--- config.mk ---
export PLATFORM = sky130hd
export DESIGN_NAME = pulse_acc
export DESIGN_NICKNAME = d
export VERILOG_FILES = /design/src/rtl/pa_pkg.sv /design/src/rtl/pa_ctrl.sv /design/src/rtl/pa_datapath.sv /design/src/rtl/pulse_acc.sv
export SDC_FILE = /design/constraint.sdc
export NUM_CORES = 1
export LEC_CHECK = 0
export BUFFER_PORTS_ARGS = -buffer_cell sky130_fd_sc_hd__buf_2
export CORE_MARGIN = 2
export CORE_UTILIZATION = 49
export DETAILED_ROUTE_END_ITERATION = 8
export MAX_ROUTING_LAYER = met4
export PLACE_DENSITY = 0.83
export SYNTH_ARGS = -nofsm -noshare
export SYNTH_HDL_FRONTEND = slang
export SYNTH_HIERARCHICAL = 1
export SYNTH_SLANG_ARGS = --single-unit
--- constraint.sdc ---
create_clock -name clk -period 4.2 [get_ports clk]
set_input_delay 1.26 -clock clk [delete_from_list [all_inputs] [get_ports clk]]
set_output_delay 1.26 -clock clk [all_outputs]
set_load 0.005 [all_outputs]
--- src/rtl/pa_pkg.sv ---
package pa_pkg;
  localparam int CNT_W = 8;
  localparam int REG_W = 2 * CNT_W;
  localparam int NSRC  = 4;
  localparam int SEL_W = $clog2(NSRC);

  typedef struct packed {
    logic             gated;
    logic             pol;
    logic [SEL_W-1:0] sel;
    logic             edgeIe;
    logic             ovfIe;
  } paCfg_t;

  localparam int CFG_W = $bits(paCfg_t);

  typedef struct packed {
    logic inc;
    logic flagSet;
  } paStrobe_t;
endpackage

--- src/rtl/pa_ctrl.sv ---
module pa_ctrl
  import pa_pkg::*;
#(
  parameter int SYNC_STAGES = 2,
  parameter int DIV_RATIO   = 4
) (
  input  logic            clk,
  input  logic            rstN,
  input  logic            padIn,
  input  logic [NSRC-1:0] tickStb,
  input  paCfg_t          cfg,
  output paStrobe_t       strb,
  output logic            pinLvl
);
  localparam int DIV_W = (DIV_RATIO > 2) ? $clog2(DIV_RATIO) : 1;
  localparam logic [DIV_W-1:0] DIV_LAST = DIV_W'(DIV_RATIO - 1);

  logic [SYNC_STAGES-1:0] syncQ;
  logic [DIV_W-1:0]       divCnt;
  logic                   sampleEn;
  logic                   sLvl;
  logic                   towardAct;
  logic                   leaveAct;

  // input synchronizer chain
  generate
    if (SYNC_STAGES == 1) begin : g_sync1
      always_ff @(posedge clk) begin
        if (!rstN) syncQ <= '0;
        else       syncQ <= padIn;
      end
    end else begin : g_syncN
      always_ff @(posedge clk) begin
        if (!rstN) syncQ <= '0;
        else       syncQ <= {syncQ[SYNC_STAGES-2:0], padIn};
      end
    end
  endgenerate

  assign pinLvl = syncQ[SYNC_STAGES-1];

  // quarter-rate sampling enable
  always_ff @(posedge clk) begin
    if (!rstN)                divCnt <= '0;
    else if (divCnt == DIV_LAST) divCnt <= '0;
    else                      divCnt <= divCnt + 1'b1;
  end

  assign sampleEn = (divCnt == DIV_LAST);

  always_ff @(posedge clk) begin
    if (!rstN)         sLvl <= 1'b0;
    else if (sampleEn) sLvl <= pinLvl;
  end

  assign towardAct = sampleEn && (pinLvl == cfg.pol) && (sLvl != cfg.pol);
  assign leaveAct  = sampleEn && (pinLvl != cfg.pol) && (sLvl == cfg.pol);

  always_comb begin
    if (cfg.gated) begin
      strb.inc     = tickStb[cfg.sel] && (sLvl == cfg.pol);
      strb.flagSet = leaveAct;
    end else begin
      strb.inc     = towardAct;
      strb.flagSet = towardAct;
    end
  end
endmodule

--- src/rtl/pa_datapath.sv ---
module pa_datapath
  import pa_pkg::*;
(
  input  logic             clk,
  input  logic             rstN,
  input  paStrobe_t        strb,
  input  logic             cfgWe,
  input  logic [CFG_W-1:0] cfgWdata,
  input  logic             cntWe,
  input  logic [CNT_W-1:0] cntWdata,
  input  logic             edgeClr,
  input  logic             ovfClr,
  output paCfg_t           cfg,
  output logic [CNT_W-1:0] count,
  output logic             edgeFlag,
  output logic             ovfFlag
);
  logic wrapNow;

  assign wrapNow = strb.inc && !cntWe && (count == {CNT_W{1'b1}});

  always_ff @(posedge clk) begin
    if (!rstN)      cfg <= '0;
    else if (cfgWe) cfg <= paCfg_t'(cfgWdata);
  end

  always_ff @(posedge clk) begin
    if (!rstN)         count <= '0;
    else if (cntWe)    count <= cntWdata;
    else if (strb.inc) count <= count + 1'b1;
  end

  always_ff @(posedge clk) begin
    if (!rstN) begin
      edgeFlag <= 1'b0;
      ovfFlag  <= 1'b0;
    end else begin
      if (strb.flagSet) edgeFlag <= 1'b1;
      else if (edgeClr) edgeFlag <= 1'b0;
      if (wrapNow)      ovfFlag  <= 1'b1;
      else if (ovfClr)  ovfFlag  <= 1'b0;
    end
  end
endmodule

--- src/rtl/pulse_acc.sv ---
module pulse_acc
  import pa_pkg::*;
#(
  parameter int SYNC_STAGES = 2,
  parameter int DIV_RATIO   = 4
) (
  input  logic             clk,
  input  logic             rstN,
  input  logic             padIn,
  input  logic [NSRC-1:0]  tickStb,
  input  logic [1:0]       regWe,
  input  logic [REG_W-1:0] regWdata,
  input  logic             edgeClr,
  input  logic             ovfClr,
  output logic [REG_W-1:0] regRdata,
  output logic             edgeFlag,
  output logic             ovfFlag,
  output logic             edgeIrq,
  output logic             ovfIrq
);
  localparam int RSV_W = CNT_W - CFG_W - 1;

  paCfg_t          cfg;
  paStrobe_t       strb;
  logic            pinLvl;
  logic [CNT_W-1:0] count;
  logic [RSV_W-1:0] unusedWr;

  assign unusedWr = regWdata[CNT_W +: RSV_W];

  pa_ctrl #(.SYNC_STAGES(SYNC_STAGES), .DIV_RATIO(DIV_RATIO)) u_ctrl (
    .clk(clk), .rstN(rstN), .padIn(padIn), .tickStb(tickStb),
    .cfg(cfg), .strb(strb), .pinLvl(pinLvl)
  );

  pa_datapath u_dp (
    .clk(clk), .rstN(rstN), .strb(strb),
    .cfgWe(regWe[1]), .cfgWdata(regWdata[REG_W-1 -: CFG_W]),
    .cntWe(regWe[0]), .cntWdata(regWdata[CNT_W-1:0]),
    .edgeClr(edgeClr), .ovfClr(ovfClr),
    .cfg(cfg), .count(count), .edgeFlag(edgeFlag), .ovfFlag(ovfFlag)
  );

  assign regRdata = {cfg, pinLvl, {RSV_W{1'b0}}, count};
  assign edgeIrq  = edgeFlag && cfg.edgeIe;
  assign ovfIrq   = ovfFlag && cfg.ovfIe;
endmodule

# ---- After elaboration in Yosys (flattened, before gate mapping)
# Cells that the tools add are included.
dict set report totals {
  ff_bits 21
  in_bits 27
  out_inout_bits 20
  elab_cells 44
}
dict set report classes {
  n_addsub 2
  magnitude_cmp 1
  n_eq_ne 6
  muxes 9
  bitwise 1
  n_reduce_logical 14
}
# operator count
set op_table {}
lappend op_table {{8-bit 2-to-1 mux} 2}
lappend op_table {{1-bit logical AND} 9}
lappend op_table {{8-bit by 1-bit adder with 8-bit output, second input constant} 1}
lappend op_table {{8-bit equality test, second input constant} 1}
lappend op_table {{2-bit nonzero test} 3}
lappend op_table {{1-bit 2-to-1 mux} 5}
lappend op_table {{2-bit by 3-bit < comparator with 1-bit output, second input constant} 1}
lappend op_table {{2-bit by 1-bit adder with 2-bit output, second input constant} 1}
lappend op_table {{1-bit binary-select mux with 2-bit select} 1}
lappend op_table {{1-bit equality test} 2}
lappend op_table {{2-bit equality test, second input constant} 1}
lappend op_table {{2-bit 2-to-1 mux} 1}
lappend op_table {{1-bit != test} 2}
lappend op_table {{2-bit OR reduction} 1}
lappend op_table {{1-bit logical NOT} 1}
lappend op_table {{1-bit inverter} 1}

# ---- Depth between registers and ports, before layout
dict set report logic_depth {
  word_depth 7
  mapped_depth 7
  depth_no_buf 6
}

# ---- Hierarchy
# The synthesis kept the hierarchy.
# mod n_inst cells_each area_per_inst_um2 seq_area_each_um2
set by_module_without_submodules {}
lappend by_module_without_submodules {pa_datapath 1 80 753.2 320.3}
lappend by_module_without_submodules {pa_ctrl 1 26 265.3 100.1}
lappend by_module_without_submodules {pulse_acc 1 5 31.3 0.0}

# ---- Worst setup path after synthesis
# Ideal clock, no wire load.
dict set report synth_timing {
  kind {input port to flip-flop}
  start {in tickStb[3]}
  end {reg u_dp.count[7]}
  setup_ns 0.062
  arrival_ns 2.347
  t_required_ns 4.138
  slack_ns 1.790
  stages 7
  n_path_buf 1
  path_cell_list {mux2i_1 o22ai_1 a32o_1 buf_6 nand3b_1 or4_1 nand3_1}
}
# item line_no
set synth_lines {}
lappend synth_lines {{start: declaration} pulse_acc.sv:10} ;# input logic [NSRC-1:0] tickStb,
lappend synth_lines {{end signal: assignment} pa_datapath.sv:29} ;# else if (cntWe) count <= cntWdata;
lappend synth_lines {{end signal: assignment} pa_datapath.sv:30} ;# else if (strb.inc) count <= count + 1'b1;
lappend synth_lines {{end: declaration} pa_datapath.sv:14} ;# output logic [CNT_W-1:0] count,

==> impl_metrics.toml <==
[timing]
post-route-period-util = 0.576
grt_setup_unrepaired = "false"
hold_viol = 0
finalSetupViolations = 0
holdWs_ns = 0.429
min_period_ns = 2.42
final_max_slew_viol_count = 0
fin_worst_skew_ns = 0.0137
max_freq_mhz = 414
setup-tns-final_ns = 0

[worst_setup_path]
crit_slowest_cell = "a32o_1"
worstPathCellList = "buf_2 > mux2i_1 > o22ai_1 > a32o_1 > nand4_1 > or3_1 > a31oi_1"
critPathTopFamily = "compound AO/OA/AOI/OAI gates"
cp.arrival_ns = 2.66
crit_buf_inv = 1
required_ns = 4.44
critical_path.max_fanout = 9
critPathLaunchType = "input pin"
critPathMaxStageDelay_ns = 0.37
end_kind = "flop"
ff2ff_setup_slack_ns = 2.22
crit_type = "in -> reg"

[cells_and_area]
final_layout_size_suffix_gt1_frac = 0.322
antenna_cells = 0
area_growth_pct = 22.5
final_cell_mix = "43 x buf_2, 21 x dfxtp_1, 12 x mux2i_1, 9 x nor2b_1, 7 x and2_1"
fin_nets = 182
final_common_cell = "buf_2"

[clock_tree]
cts-hold-fix-buffers = 0
root_buffer = "clkbuf_4"
cts_setup_buffers = 0
ctsResizeCount = 0
cts-buffers-inserted = 3
cts_tree = "done"
clkTransAtPathRegs_ns = 0.13
cts.sinks = 21
clk_path_buf_depth = 2
clk_latency_ns = 0.31
htreeDepth = 1

[global_route]
grt_pass1_wl_mm = 3.51
grt_max_degree = 24
grt_pass1_vias = 834
grt_usage = 0.186
antenna_found_initial = 0
overflow = 0

[drt]
wl_mm = 2.08
via_count = 916
remaining_drc_errors = 0
post_drt_wl_per_cell_um = 11.6
drt_first_pass_iters = 4
via_per_inst = 5.12
ant_nets = 0
drt_iter0_markers = 8

[die]
initial_core_util = 0.530
pin_count = 47
core_um2 = 1980
rows = 16
dieWidth_um = 50.3
die-area_um2 = 2530
die_h_um = 50.3

[flow_run]
max-cap-violations = 0

[power_and_ir_drop]
p_leak_uw = 0.000600
vdd_drop_max_v = 0.000185
p_per_area_nw_per_um2 = 293

[synthesis]
syn_area_um2 = 1050
synthArstFlopShare = 0
avgSynthCellArea_um2 = 9.46
ys_seq_elements = 21
syn-num-nets = 140
synth_top_area_cell = "dfxtp_1"
synth_edf_count = 0
ys_seq_area_frac = 0.400
yosys_warnings = 6
ys_top_cells_by_area = "dfxtp_1 40%, mux2i_1 11%, nor2b_1 5.4%"
synthCells = 111
synthFlopType = "dfxtp_1"
synth_cell_types = 36
synth_top_area_frac = 0.400

[run_status]
outcome = "finished clean"

[worst_hold_path]
hold_path.class = "reg -> reg"

[place]
dp_hpwl_mm = 1.58
gp_congestion = 0.818
portBuffers = 43
cell families after synthesis:
group,after synthesis,synth area share
AND/OR/NAND/NOR,42,0.254
XOR/XNOR,6,0.0501
AO/OA/AOI/OAI,19,0.108
other,1,0.00357
multiplexers,12,0.114
buffers and inverters,8,0.0453
adder cells (fa/ha/maj),2,0.0238
flip-flops,21,0.400
flip-flops by register name, indices dropped and copies added, names as in the netlist:
| name | count |
|---|---|
| u_dp/cfg | 6 |
| u_ctrl/sLvl | 1 |
| u_ctrl/syncQ | 2 |
| u_dp/edgeFlag | 1 |
| u_ctrl/divCnt | 2 |
| u_dp/ovfFlag | 1 |
| u_dp/count | 8 |
layer usage:
layer | track usage | share of wire | up-vias
li1 | - | - | 474
met1 | 0.205 | 0.43 | 403
met2 | 0.327 | 0.48 | 37
met3 | 0.0327 | 0.084 | 2
met4 | 0.0833 | 0.0067 | 0
met5 | - | 0 | -
per-stage QoR:
step                power [uW]  cells   util  worst slack, ns  cell area, um2
CTS                        382    179  0.649             1.80            1290
floorplan                  261    111      -             1.79            1050
global route               401    179  0.649             1.68            1290
finish                     377    179  0.649             1.78            1290
global placement           282    175  0.635             1.53            1260
detailed placement         285    175  0.635             1.47            1260
cell type report:
class,count,area [um2]
Fill cell,175,696
Inverter,2,7.51
Clock buffer,3,22.5
Tap cell,27,33.8
Timing Repair Buffer,43,215
Clock inverter,1,5.00
Sequential cell,21,420
Multi-Input combinational cell,82,582
final timing paths:
| path | startpoint | to | cells after the start |
|---|---|---|---|
| max | tickStb[3] | u_dp/count[5] | 7 |
| min | u_ctrl/divCnt[0] | u_ctrl/divCnt[0] | 1 |
| max reg2reg | u_ctrl/sLvl | u_dp/count[5] | 6 |
| min reg2reg | u_ctrl/divCnt[0] | u_ctrl/divCnt[0] | 1 |
cells in the mapped netlist, types with 2 or more instances:
| cell type | number |
|---|---|
| nor3b_1 | 2 |
| and2_1 | 7 |
| xor2_1 | 3 |
| mux2i_1 | 12 |
| nand4_1 | 2 |
| ha_1 | 2 |
| buf_4 | 2 |
| xnor2_1 | 3 |
| nand2_1 | 5 |
| o21a_1 | 2 |
| buf_2 | 2 |
| nand3_1 | 4 |
| or3_1 | 2 |
| o21ai_0 | 6 |
| a21oi_1 | 2 |
| dfxtp_1 | 21 |
| o21ai_1 | 4 |
| nor2b_1 | 9 |
| nand2b_1 | 3 |
| a31oi_1 | 2 |
worst register-to-register path: stages, from the launching register on:
cell	delay, ns
dfxtp_1	0.39
or2b_1	0.26
mux2i_1	0.13
a32o_1	0.41
nand4_1	0.22
or3_1	0.35
a31oi_1	0.16
where the power goes:
group / internal [uW] / switching [uW] / leakage (uW)
Clock: 35.5 / 61.8 / 0.0000177
Sequential: 211 / 12.2 / 0.000173
Combinational: 31.8 / 24.9 / 0.000409
Total: 279 / 98.9 / 0.000600
(Power assumes the default switching activity.)
